### src/rtl/pstby_ctrl.sv
module pstby_ctrl #(
  parameter int NUM_MODS = 8,
  parameter int DATA_W   = 16,
  parameter int ADDR_W   = 8,
  parameter int OFS_W    = 4,
  parameter logic [NUM_MODS-1:0] RST_STOP = 8'h1F
) (
  input  logic                       clk,
  input  logic                       rst,
  input  logic                       cpu_req,
  input  logic                       cpu_we,
  input  logic [ADDR_W-1:0]          cpu_addr,
  input  logic [DATA_W-1:0]          cpu_wdata,
  output logic [DATA_W-1:0]          cpu_rdata,
  input  logic                       cyc_end,
  input  logic                       sw_standby,
  output logic [NUM_MODS-1:0]        mod_run,
  output logic [NUM_MODS-1:0]        mod_rst,
  output logic [NUM_MODS-1:0]        periph_sel,
  output logic                       periph_we,
  output logic [OFS_W-1:0]           periph_addr,
  output logic [DATA_W-1:0]          periph_wdata,
  input  logic [NUM_MODS*DATA_W-1:0] periph_rdata,
  output logic                       port_hold,
  output logic                       port_hiz
);
  localparam int WIN_W    = ADDR_W - OFS_W;
  localparam int CTRL_WIN = NUM_MODS;

  logic [WIN_W-1:0]    win;
  logic [OFS_W-1:0]    ofs;
  logic                ctrl_hit, stop_wr, hiz_wr;
  logic [NUM_MODS-1:0] stop_q, stop_d, run_q, mod_hit;
  logic                hiz_q;

  assign win      = cpu_addr[ADDR_W-1:OFS_W];
  assign ofs      = cpu_addr[OFS_W-1:0];
  assign ctrl_hit = cpu_req && (win == WIN_W'(CTRL_WIN));
  assign stop_wr  = ctrl_hit && cpu_we && (ofs == OFS_W'(0));
  assign hiz_wr   = ctrl_hit && cpu_we && (ofs == OFS_W'(1));
  assign stop_d   = stop_wr ? cpu_wdata[NUM_MODS-1:0] : stop_q;

  always_ff @(posedge clk) begin
    if (rst) begin
      stop_q <= RST_STOP;
      run_q  <= ~RST_STOP;
      hiz_q  <= 1'b0;
    end else begin
      stop_q <= stop_d;
      if (cyc_end) run_q <= ~stop_d;
      if (hiz_wr)  hiz_q <= cpu_wdata[0];
    end
  end

  assign mod_run      = run_q;
  assign mod_rst      = ~run_q;
  assign periph_we    = cpu_we;
  assign periph_addr  = ofs;
  assign periph_wdata = cpu_wdata;
  assign port_hold    = sw_standby & ~hiz_q;
  assign port_hiz     = sw_standby & hiz_q;

  for (genvar i = 0; i < NUM_MODS; i++) begin : g_mod
    assign mod_hit[i]    = cpu_req && (win == WIN_W'(i));
    assign periph_sel[i] = mod_hit[i] && run_q[i];


    blocked_read_zero_chk: assert property (@(posedge clk) disable iff (rst)
      (mod_hit[i] && !cpu_we && !mod_run[i]) |-> (cpu_rdata == '0));
  end

  always_comb begin
    cpu_rdata = '0;
    if (ctrl_hit && !cpu_we) begin
      if (ofs == OFS_W'(0)) cpu_rdata[NUM_MODS-1:0] = stop_q;
      else if (ofs == OFS_W'(1)) cpu_rdata[0] = hiz_q;
    end
    for (int i = 0; i < NUM_MODS; i++)
      if (periph_sel[i] && !cpu_we) cpu_rdata = periph_rdata[i*DATA_W +: DATA_W];
  end


  run_moves_on_strobe_chk: assert property (@(posedge clk) disable iff (rst)
    (mod_run != $past(mod_run)) |-> $past(cyc_end));


  run_follows_stop_chk: assert property (@(posedge clk) disable iff (rst)
    $past(cyc_end) |-> (mod_run == ~stop_q));


  stop_held_chk: assert property (@(posedge clk) disable iff (rst)
    !$past(stop_wr) |-> $stable(stop_q));


  port_mode_excl_chk: assert property (@(posedge clk) disable iff (rst)
    $onehot0({port_hold, port_hiz}));


  single_select_chk: assert property (@(posedge clk) disable iff (rst)
    $onehot0(periph_sel));
endmodule

### config.mk
export PLATFORM = sky130hd
export DESIGN_NAME = pstby_ctrl
export DESIGN_NICKNAME = d
export VERILOG_FILES = /design/src/rtl/pstby_ctrl.sv
export SDC_FILE = /design/constraint.sdc
export NUM_CORES = 1
export LEC_CHECK = 0
export CAP_MARGIN = 30
export CELL_PAD_IN_SITES_DETAIL_PLACEMENT = 1
export CELL_PAD_IN_SITES_GLOBAL_PLACEMENT = 2
export CORE_AREA = 2 2 128 130
export CTS_BUF_LIST = sky130_fd_sc_hd__clkbuf_4 sky130_fd_sc_hd__clkbuf_8
export DETAILED_ROUTE_END_ITERATION = 6
export DIE_AREA = 0 0 130 132
export GPL_TIMING_DRIVEN = 0
export PLACE_DENSITY = 0.94
export SLEW_MARGIN = 20
export SYNTH_ARGS = -nofsm -noshare
export SYNTH_HDL_FRONTEND = slang
export SYNTH_SLANG_ARGS = --single-unit
### constraint.sdc
create_clock -name clk -period 1.66 [get_ports clk]
set_input_delay 0.166 -clock clk [delete_from_list [all_inputs] [get_ports clk]]
set_output_delay 0.166 -clock clk [all_outputs]
set_load 0.03 [all_outputs]
After elaboration in Yosys (flattened, before gate mapping)
Cells that the tools add are included.

word-level totals
  flip-flop bits (word level) = 17
  output and inout port bits = 63

cells by class
  equality and inequality tests = 9
  multiplexer cells = 13
  bitwise gates (word level) = 5
  reduce and logical (&&, ||, !) cells = 32

operators by type and width
  kind                  count
  $mux W16              8
  $logic_and A1 B1 Y1   29
  $eq A4 B3 Y1 const B  4
  $mux W8               2
  $not A8 Y8            2
  $eq A4 B1 Y1 const B  2
  $eq A4 B2 Y1 const B  2
  $logic_not A4 Y1      2
  $mux W7               1
  $eq A4 B4 Y1 const B  1
  $and A1 B1 Y1         2
  $mux W1               2
  $logic_not A1 Y1      1
  $not A1 Y1            1

Logic depth before layout (Yosys ltp)
  depth after elaboration = 12
  gate-level depth with buffers = 7
  mapped depth without buffers = 5

Least setup slack after synthesis
Ideal clock, no wire load.

  path type = register -> output
  start point = reg run_q[2] (netlist: mod_run[2])
  end point = out cpu_rdata[10]
  arrival time = 2.372 ns
  slack = -0.878 ns
  cell stages (with the launch flop) = 7
  cells stage by stage = dfxtp_1 -> nor2b_1 -> clkbuf_1 -> and2_1 -> clkbuf_1 -> a221oi_1 -> o21ai_0

between the ends
  word-level cells in the longest chain between the ends = 8

ends and longest elaborated chain
  what                    RTL line  source
  from (decl)             33        logic [NUM_MODS-1:0] stop_q, stop_d, run_q, mod_hit;
  from (signal assigned)  46        run_q <= ~RST_STOP;
  from (signal assigned)  50        if (cyc_end) run_q <= ~stop_d;
  $logic_and A1 B1 Y1     65        assign periph_sel[i] = mod_hit[i] && run_q[i];
  net periph_sel[2]       19        output logic [NUM_MODS-1:0] periph_sel,
  $logic_and A1 B1 Y1     79        if (periph_sel[i] && !cpu_we) cpu_rdata = periph_rdata[i*DATA_W +: DATA_W];
  $mux W16 (6 in a row)   79
  to (decl)               14        output logic [DATA_W-1:0] cpu_rdata,

The timed path passes the listed nets, and every way through them passes these cells.

Final worst setup path
  start point = reg run_q[1] (netlist: mod_run[1])
  end point = out cpu_rdata[1]

between the ends
  word-level cells in the longest chain between the ends = 9

ends and longest elaborated chain
  what                   RTL line
  $logic_and A1 B1 Y1    65
  $logic_and A1 B1 Y1    79
  $mux W16 (7 in a row)  79

Every way passes these cells.

==> impl_metrics.py <==
metrics = {
    "sta": {
        "finalHoldViolCount": 0,
        "period_share": 1.147,
        "min_period_ns": 1.904,
        "setup_violations": 16,
        "worst_slew_pin_slew_ns": 0.6272,
        "slew_headroom": 0.5819,
        "rsz0062_at_grt": "true",
        "max_freq_mhz": 525.3,
        "clock_skew_ns": 0.001646,
        "postLayoutSetupSlackWorst_ns": -0.2436,
        "finalMaxSlewViolations": 0,
    },
    "layout": {
        "layout.nets": 698,
        "drive_gt1_frac": 0.3859,
        "final_core_util": 0.3614,
        "final_cell_area_um2": 5678,
        "area_growth_pct": 161.0,
        "diodes": 0,
    },
    "cts": {
        "cts_root_buffer": "clkbuf_8",
        "clock_latency_ns": 0.25,
        "cts_tree": "done",
        "cts.sinks": 17,
        "clkTransAtPathRegs_ns": 0.06,
        "cts_buffer_depth": 2,
        "ctsHoldBuffers": 0,
        "cts_inserted_buffers": 3,
        "htreeDepth": 1,
    },
    "min_path": {
        "hold_class": "in -> reg",
    },
    "floorplanning": {
        "rows": 46,
        "start_util": 0.1385,
        "die-area_um2": 17160,
        "io_pins": 221,
        "die_h_um": 132,
        "die_width_um": 130,
        "coreArea_um2": 15710,
    },
    "worst_setup_path": {
        "crit_chain": "and2_4, buf_6, and3_4, nand2b_4, a31oi_4, o21ai_2, buf_6",
        "crit_required_ns": 1.49,
        "critPathKind": "reg -> out",
        "cp_common_cell": "buf_6",
        "worstSetupStartpointType": "register",
        "cpMaxStageDelayCell": "dfxtp_4",
        "critPathTopFamily": "simple AND/OR/NAND/NOR gates",
        "end_kind": "primary output",
        "slowest_delay_ns": 0.35,
        "worst-path-buf-inv": 2,
        "cp.arrival_ns": 1.74,
        "worstPathMaxFanout": 8,
    },
    "drt": {
        "drt-met1-wl_um": 5865,
        "drtIter0Drc": 67,
        "drt-pass1-iter-count": 4,
        "wl_met3_um": 888,
        "detail-route-antenna-nets": 0,
        "drc": 0,
        "wire_per_inst_um": 19.44,
        "via_per_inst": 4.481,
        "route.met2.wl_um": 7650,
        "vias": 3383,
        "wirelength_um": 14670,
        "top_layer_used": "met5",
    },
    "synth": {
        "postSynthNetCount": 460,
        "ys_seq_area_frac": 0.1564,
        "yosysWarnings": 0,
        "synth_cells": 302,
        "yosys.area.top_type": "dfxtp_1",
        "yosysMostFrequentCell": "o21ai_0",
        "synth_top_flop_cell": "dfxtp_1",
        "ys_ff_latch": 17,
        "synth_edf_count": 0,
        "synthArstFlopShare": 0,
        "synth.top_cell.area_share": 0.1564,
        "syn_area_um2": 2176,
        "synth.area.top_cells": "dfxtp_1, buf_4, o21ai_0",
        "synthTopCellsByCount": "o21ai_0, nor2_1, buf_4",
        "avgSynthCellArea_um2": 7.205,
        "synth.distinct_cells": 40,
    },
    "global_routing": {
        "grt_pass1_vias": 3756,
        "antenna_found_initial": 1,
        "grt-ovfl-total": 0,
        "track_usage": 0.1575,
        "grt_pass1_wl_um": 20890,
        "grt_max_degree": 11,
    },
    "run_status": {
        "violations": "setup timing",
        "outcome": "finished, violations left",
    },
    "power_and_ir_drop": {
        "vdd_drop_max_mv": 0.2956,
        "p_per_area_nw_per_um2": 262.8,
        "power_leakage_nw": 2.181,
    },
    "place": {
        "gp_congestion": 0.7970,
        "numPortBuffers": 211,
        "placed_area_um2": 4661,
        "hpwl_um": 11660,
        "dp_slack_ns": -1.639,
    },
    "job": {
        "max_cap_violations": 0,
    },
}
cell families (layout without fill, tap and decap cells):
group | after synthesis | after routing | share of synthesized area
compound gates | 137 | 137 | 0.4094
simple gates | 81 | 82 | 0.2243
buf+inv | 52 | 288 | 0.1409
flops | 17 | 17 | 0.1564
mux | 15 | 15 | 0.06900
placed cells by master (no fill, tap or decap), drive strengths merged, types with 8 or more instances in the layout:
| cell | n |
|---|---|
| a21oi | 21 |
| a221oi | 8 |
| a22o | 12 |
| a22oi | 16 |
| a31oi | 8 |
| buf | 80 |
| clkbuf | 11 |
| clkdlybuf4s50 | 173 |
| dfxtp | 17 |
| inv | 9 |
| mux2i | 15 |
| nand2 | 12 |
| nand2b | 15 |
| nor2 | 26 |
| o21ai | 47 |
| o221ai | 8 |
metrics by stage:
| stage | total power [mW] | std cells | TNS (ns) | hold WS, ns |
|---|---|---|---|---|
| 2_1_floorplan | 0.6372 | 302 | -0.02882 | 0.2604 |
| 5_1_grt | 1.551 | 755 | -3.653 | 0.4515 |
| 3_3_place_gp | 1.127 | 729 | -37.34 | 0.4833 |
| 3_5_place_dp | 1.135 | 729 | -39.06 | 0.4932 |
| 4_1_cts | 1.478 | 748 | -4.028 | 0.4658 |
| 6_report | 1.492 | 755 | -2.644 | 0.4143 |
metal layers:
layer,vias to the layer above,GRT usage
met5,-,0
met4,2,0.02569
met3,20,0.03003
met2,139,0.3040
met1,1608,0.1784
li1,1614,-
cell type report:
cell class / count / area (µm²)
Fill cell: 1814 / 10030
Timing Repair Buffer: 237 / 2410
Multi-Input combinational cell: 234 / 2210
Sequential cell: 17 / 362.8
Buffer: 38 / 345.3
Tap cell: 216 / 270.3
Clock buffer: 3 / 41.29
Inverter: 9 / 33.78
Clock inverter: 1 / 5.005
registers in the layout, indices dropped and copies added (netlist names):
register,cells
stop_q,8
mod_run,8
hiz_q,1
worst min-delay path: cells and delay by family:
kind / cells / cell delay (ns)
muxes: 1 / 0.08
buffers and inverters: 1 / 0.12
and+or+nand+nor: 3 / 0.25
power by group:
part           total (mW)  internal [mW]  switching [mW]  leakage, nW
Combinational       0.781          0.471           0.310         2.01
Clock               0.302          0.166           0.136       0.0255
Sequential          0.409          0.405         0.00459        0.141
worst paths after layout:
| check | startpoint | endpoint | slack, ns | depth (start not counted) |
|---|---|---|---|---|
| worst max register to register | stop_q[6]$_SDFF_PP0_ | mod_run[6]$_SDFFE_PP1P_ | 0.79 | 2 |
| worst min-delay path | cpu_addr[4] | hiz_q$_SDFFE_PP0P_ | 0.41 | 5 |
| worst min register to register | stop_q[3]$_SDFF_PP1_ | stop_q[3]$_SDFF_PP1_ | 0.51 | 2 |
| worst max-delay path | mod_run[1]$_SDFFE_PP0P_ | cpu_rdata[1] | -0.24 | 7 |
repair_timing:
| action | in CTS | in global routing |
|---|---|---|
| pin swaps | 43 | 36 |
| gates cloned | 2 | 4 |
| setup buffers | 16 | 5 |
| endpoints found under the setup margin | 43 | 27 |
| gates resized for setup | 277 | 80 |
(Power assumes the default switching activity.)
